===== src/rtl/xdr_pkg.sv =====
package xdr_pkg;
   localparam int NTGT = 3;
   typedef enum int {TGT_XRAM = 0, TGT_CAN = 1, TGT_EXT = 2} tgt_e;

   function automatic logic in_window(input logic [15:0] probe,
                                      input logic [15:0] base,
                                      input int unsigned span);
      logic [16:0] diff;
      diff = {1'b0, probe} - {1'b0, base};
      return !diff[16] && (diff < 17'(span));
   endfunction
endpackage


===== src/rtl/xdr_page_reg.sv =====
module xdr_page_reg #(
   parameter int          DW        = 8,
   parameter int          SFR_AW    = 8,
   parameter logic [7:0]  PAGE_ADDR = 8'h91
) (
   input  logic              clk,
   input  logic              rst_n,
   input  logic [SFR_AW-1:0] sfr_addr,
   input  logic              sfr_wr,
   input  logic [DW-1:0]     sfr_wdata,
   output logic [DW-1:0]     page_q,
   output logic [DW-1:0]     sfr_rdata,
   output logic              sfr_hit
);
   localparam logic [SFR_AW-1:0] HIT_ADDR = SFR_AW'(PAGE_ADDR);

   assign sfr_hit   = (sfr_addr == HIT_ADDR);
   assign sfr_rdata = sfr_hit ? page_q : '0;

   always_ff @(posedge clk or negedge rst_n) begin
      if (!rst_n)                 page_q <= '0;
      else if (sfr_wr && sfr_hit) page_q <= sfr_wdata;
   end
endmodule


===== src/rtl/xdr_decode.sv =====
module xdr_decode
   import xdr_pkg::*;
#(
   parameter int          AW        = 16,
   parameter int          DW        = 8,
   parameter logic [15:0] XRAM_BASE = 16'hF800,
   parameter int unsigned XRAM_SPAN = 2048,
   parameter logic [15:0] CAN_BASE  = 16'hF700,
   parameter int unsigned CAN_SPAN  = 256
) (
   input  logic            acc_valid,
   input  logic            acc_wide,
   input  logic [AW-1:0]   acc_ptr,
   input  logic [DW-1:0]   acc_idx,
   input  logic [DW-1:0]   page,
   input  logic [DW-1:0]   p2_val,
   output logic [AW-1:0]   eff_addr,
   output logic [NTGT-1:0] tgt_oh
);
   logic [AW-1:0]   composed;
   logic [AW-1:0]   probe;
   logic [NTGT-1:0] hit;

   assign composed = {page, acc_idx};
   assign probe    = acc_wide ? acc_ptr : composed;

   localparam logic [15:0]  BASES [2] = '{XRAM_BASE, CAN_BASE};
   localparam int unsigned  SPANS [2] = '{XRAM_SPAN, CAN_SPAN};

   for (genvar w = 0; w < 2; w++) begin : g_win
      assign hit[w] = in_window(16'(probe), BASES[w], SPANS[w]);
   end
   assign hit[TGT_EXT] = !(hit[TGT_XRAM] || hit[TGT_CAN]);

   always_comb begin
      tgt_oh = '0;
      if (acc_valid) begin
         if (hit[TGT_XRAM])     tgt_oh[TGT_XRAM] = 1'b1;
         else if (hit[TGT_CAN]) tgt_oh[TGT_CAN]  = 1'b1;
         else                   tgt_oh[TGT_EXT]  = 1'b1;
      end
   end

   always_comb begin
      if (acc_wide)            eff_addr = acc_ptr;
      else if (hit[TGT_EXT])   eff_addr = {p2_val, acc_idx};
      else                     eff_addr = composed;
   end
endmodule


===== src/rtl/xdr_rdmux.sv =====
module xdr_rdmux #(
   parameter int DW        = 8,
   parameter int N         = 3,
   parameter bit AND_OR    = 1'b1
) (
   input  logic [N-1:0]    sel,
   input  logic [N*DW-1:0] rdata_flat,
   output logic [DW-1:0]   rdata
);
   if (AND_OR) begin : g_andor
      always_comb begin
         rdata = '0;
         for (int i = 0; i < N; i++)
            rdata = rdata | (rdata_flat[i*DW +: DW] & {DW{sel[i]}});
      end
   end else begin : g_prio
      always_comb begin
         rdata = '0;
         for (int i = N-1; i >= 0; i--)
            if (sel[i]) rdata = rdata_flat[i*DW +: DW];
      end
   end
endmodule


===== src/rtl/xdata_router.sv =====
module xdata_router
   import xdr_pkg::*;
#(
   parameter int          AW        = 16,
   parameter int          DW        = 8,
   parameter int          SFR_AW    = 8,
   parameter logic [7:0]  PAGE_ADDR = 8'h91,
   parameter logic [15:0] XRAM_BASE = 16'hF800,
   parameter int unsigned XRAM_SPAN = 2048,
   parameter logic [15:0] CAN_BASE  = 16'hF700,
   parameter int unsigned CAN_SPAN  = 256,
   parameter bit          AND_OR    = 1'b1
) (
   input  logic              clk,
   input  logic              rst_n,
   input  logic              acc_valid,
   input  logic              acc_wide,
   input  logic              acc_write,
   input  logic [AW-1:0]     acc_ptr,
   input  logic [DW-1:0]     acc_idx,
   input  logic [DW-1:0]     acc_wdata,
   output logic [DW-1:0]     acc_rdata,
   input  logic [DW-1:0]     p2_val,
   input  logic [SFR_AW-1:0] sfr_addr,
   input  logic              sfr_wr,
   input  logic [DW-1:0]     sfr_wdata,
   output logic [DW-1:0]     sfr_rdata,
   output logic              sfr_hit,
   output logic [AW-1:0]     eff_addr,
   output logic [2:0]        tgt_sel,
   output logic              tgt_we,
   output logic              tgt_re,
   output logic [DW-1:0]     tgt_wdata,
   input  logic [DW-1:0]     xram_rdata,
   input  logic [DW-1:0]     can_rdata,
   input  logic [DW-1:0]     ext_rdata
);
   if (AW != 2*DW)                      begin : g_bad_aw   $error("AW must be twice DW"); end
   if (AW != 16)                        begin : g_bad_w    $error("window decode assumes AW of 16"); end
   if (32'(CAN_BASE) + CAN_SPAN > 32'(XRAM_BASE) && 32'(XRAM_BASE) + XRAM_SPAN > 32'(CAN_BASE))
                                        begin : g_overlap  $error("internal windows overlap"); end
   if (32'(XRAM_BASE) + XRAM_SPAN > 65536) begin : g_xr_big $error("XRAM window exceeds space"); end
   if (32'(CAN_BASE) + CAN_SPAN > 65536)   begin : g_cn_big $error("CAN window exceeds space"); end

   logic [DW-1:0]   page_q;
   logic [NTGT-1:0] tgt_oh;

   xdr_page_reg #(.DW(DW), .SFR_AW(SFR_AW), .PAGE_ADDR(PAGE_ADDR)) u_page (
      .clk       (clk),
      .rst_n     (rst_n),
      .sfr_addr  (sfr_addr),
      .sfr_wr    (sfr_wr),
      .sfr_wdata (sfr_wdata),
      .page_q    (page_q),
      .sfr_rdata (sfr_rdata),
      .sfr_hit   (sfr_hit)
   );

   xdr_decode #(.AW(AW), .DW(DW), .XRAM_BASE(XRAM_BASE), .XRAM_SPAN(XRAM_SPAN),
                .CAN_BASE(CAN_BASE), .CAN_SPAN(CAN_SPAN)) u_dec (
      .acc_valid (acc_valid),
      .acc_wide  (acc_wide),
      .acc_ptr   (acc_ptr),
      .acc_idx   (acc_idx),
      .page      (page_q),
      .p2_val    (p2_val),
      .eff_addr  (eff_addr),
      .tgt_oh    (tgt_oh)
   );

   xdr_rdmux #(.DW(DW), .N(NTGT), .AND_OR(AND_OR)) u_rmux (
      .sel        (tgt_oh),
      .rdata_flat ({ext_rdata, can_rdata, xram_rdata}),
      .rdata      (acc_rdata)
   );

   assign tgt_sel   = tgt_oh;
   assign tgt_we    = acc_valid &  acc_write;
   assign tgt_re    = acc_valid & ~acc_write;
   assign tgt_wdata = acc_wdata;
endmodule


===== config.mk =====
export PLATFORM = sky130hd
export DESIGN_NAME = xdata_router
export DESIGN_NICKNAME = d
export VERILOG_FILES = /design/src/rtl/xdr_pkg.sv /design/src/rtl/xdr_page_reg.sv /design/src/rtl/xdr_decode.sv /design/src/rtl/xdr_rdmux.sv /design/src/rtl/xdata_router.sv
export SDC_FILE = /design/constraint.sdc
export NUM_CORES = 1
export LEC_CHECK = 0
export BUFFER_PORTS_ARGS = -buffer_cell sky130_fd_sc_hd__buf_4
export CORE_MARGIN = 2
export CORE_UTILIZATION = 33
export DETAILED_ROUTE_END_ITERATION = 7
export MAX_ROUTING_LAYER = met4
export PLACE_DENSITY = 0.79
export SKIP_CTS_REPAIR_TIMING = 1
export SYNTH_ARGS = -nofsm -noshare
export SYNTH_HDL_FRONTEND = slang
export SYNTH_SLANG_ARGS = --single-unit

===== constraint.sdc =====
create_clock -name clk -period 5.2 [get_ports clk]
set_input_delay 1.04 -clock clk [delete_from_list [all_inputs] [get_ports clk]]
set_output_delay 1.04 -clock clk [all_outputs]
set_load 0.005 [all_outputs]

==> impl_metrics.ini <==
[layout]
drive_above_1_share = 0.597
antenna_cells = 0
nFillCells = 329
fin_nets = 322
largest_register_ffs = 8
largestRegisters = u_page.page_q (8)
regArea_sq_um = 200
final_common_cell = buf_4
multi_input_area_sq_um = 795
regMostFlops = u_page.page_q
layout_common_cells = buf_4, mux2_2, a21oi_1
fin_area_sq_mm = 0.00194
layout-area-overhead-vs-synth_pct = 76.3

[timing]
slew_headroom = 0.604
tns_ns = 0
finalCriticalPeriod_ns = 4.45
finalHoldViolCount = 0
setup_viol = 0
finClkSkew_ns = 0
holdWs_ns = 0.526
max_freq_mhz = 225
worst_pin_slew_ns = 0.594
drv_slew = 0
period_share = 0.856
rsz0062_at_grt = no

[cts]
cts.clk_slew.worst_paths_ns = 0.05
htreeDepth = 1
cts_tree = yes
clock_latency_ns = 0.25
clkSinkCount = 8
ctsRootBufferMaster = clkbuf_4
cts_buffers = 3
clock_path_buffers = 2

[synthesis]
syn_avg_cell_area_sq_um = 8.41
synthesis.area_sq_mm = 0.00110
yosys-top-cells-area = dfrtp_1, mux2_2, mux2i_1
yosys_warnings = 0
synth_top_cell_area_share = 0.182
ys_ff_latch = 8
yosysSeqAreaShare = 0.182
synth_cells = 131
syn_nets = 218
synth_cell_type_count = 33
synth_area_leader_cell = dfrtp_1

[floorplan]
ios = 132
die_y_um = 61.8
rows = 20
core_area_sq_mm = 0.00310
start_util = 0.355
dieArea_sq_mm = 0.00382
fp.dieW_um = 61.8

[power]
total_power_mw = 0.219
p_leak_nw = 1.05
powerDensity_mw_per_mm2 = 113
worst_ir_drop_vdd_uv = 101

[routing]
drc = 0
antenna_left = 0
vias = 1354
drt_iter0_markers = 67
avgViaCountPerCell = 4.89
post_drt_wl_per_cell_um = 12.7
drt_pass1_iterations = 5
routed_wl_um = 3520

[global_routing]
overflow = 0
grt_busiest_layer = met2
met1_usage = 0.211
antenna_found_initial = 0
grtUsageMet3 = 0.0207
grtUsageTotal = 0.176
grt_first_pass_wirelength_um = 5080
grt_use_met2 = 0.293
grt_max_degree = 33
first_global_vias = 1181

[run_status]
status = finished, final reports clean

[worst_hold_path]
hold_class = flip-flop to flip-flop

[setup_path]
required_ns = 4.16
cp-start-kind = input port
path_max_fanout = 32
cp.arrival_ns = 3.41
crit_type = input port to output port
end_kind = output port

[placed_design]
place_congestion = 0.762
dp_hpwl_um = 2910
io_buffers = 115
place_area_sq_mm = 0.00192

[flow_run]
max_cap_violations = 0
[final cells by class]
| class | instances | share of cell area |
|---|---|---|
| clock buffers | 3 | 0.0116 |
| inverters | 2 | 0.00386 |
| multi-input cells | 105 | 0.409 |
| flip-flops and latches | 8 | 0.103 |
| well taps | 44 | 0.0283 |
| repair buffers | 115 | 0.444 |
[final timing paths]
check                                  from          endpoint  slack [ns]  cells past startpoint
setup / recovery                   acc_wide      acc_rdata[2]        0.75                      9
hold / removal             u_page.page_q[7]  u_page.page_q[7]        0.53                      1
setup reg to reg           u_page.page_q[1]  u_page.page_q[1]        4.38                      1
hold reg to reg            u_page.page_q[7]  u_page.page_q[7]        0.53                      1
max in group asynchronous             rst_n  u_page.page_q[1]        4.48                      1
min in group asynchronous             rst_n  u_page.page_q[7]        0.60                      1
[synthesized netlist by cell type]
master	n
nand3b_1	1
buf_6	1
nand2_1	3
a21boi_0	1
and3_1	2
nand3_1	1
clkbuf_1	5
ha_1	1
buf_2	2
inv_1	2
or3b_1	1
nor2_1	6
and2_1	10
o32ai_4	1
nand4b_4	1
a21oi_1	15
nor2b_1	8
mux2i_1	9
and4b_1	2
o21a_1	1
or3b_4	1
a21bo_2	1
mux2_2	17
o311ai_0	1
nand4_1	2
a31oi_1	3
xor2_1	1
nor3_1	1
dfrtp_1	8
nor4bb_1	1
o21ai_0	13
and3b_1	1
buf_4	8
[critical path: stages]
cell,delay (ns)
buf_4,0.28
mux2_2,0.38
ha_1,0.34
or3b_4,0.40
o32ai_4,0.16
nand4b_4,0.30
mux2i_1,0.26
a21oi_1,0.09
buf_4,0.17
[power by group]
part	switching [mW]	total [mW]	internal, mW
clock	0.0199	0.0462	0.0263
sequential	0.00280	0.0682	0.0654
combinational	0.0333	0.105	0.0713
total	0.0559	0.219	0.163
[stage by stage]
| step | std cells | setup slack [ns] | util |
|---|---|---|---|
| 2_1_floorplan | 131 | 0.840 | - |
| 3_3_place_gp | 274 | 0.785 | 0.619 |
| 3_5_place_dp | 274 | 0.743 | 0.619 |
| 4_1_cts | 277 | 0.742 | 0.626 |
| 5_1_grt | 277 | 0.611 | 0.626 |
| 6_report | 277 | 0.751 | 0.626 |
[per-layer routing]
layer	up-vias	wire, um	share of wire
met5	-	0	0
met4	0	76	0.022
met3	8	306	0.087
met2	63	1720	0.49
met1	608	1420	0.40
li1	675	-	-
[kinds of logic (layout without fill, tap and decap cells)]
group	count (synthesis)	in the layout	share of synthesized area
AOI/OAI and AO/OA	36	36	0.200
xor gates and xnor gates	1	1	0.00795
adders and majority gates	1	1	0.0113
buffers and inverters	18	120	0.0976
DFF	8	8	0.182
muxes	26	26	0.255
and+or+nand+nor	41	41	0.246
Note: power is estimated with default switching activity, not from simulation.
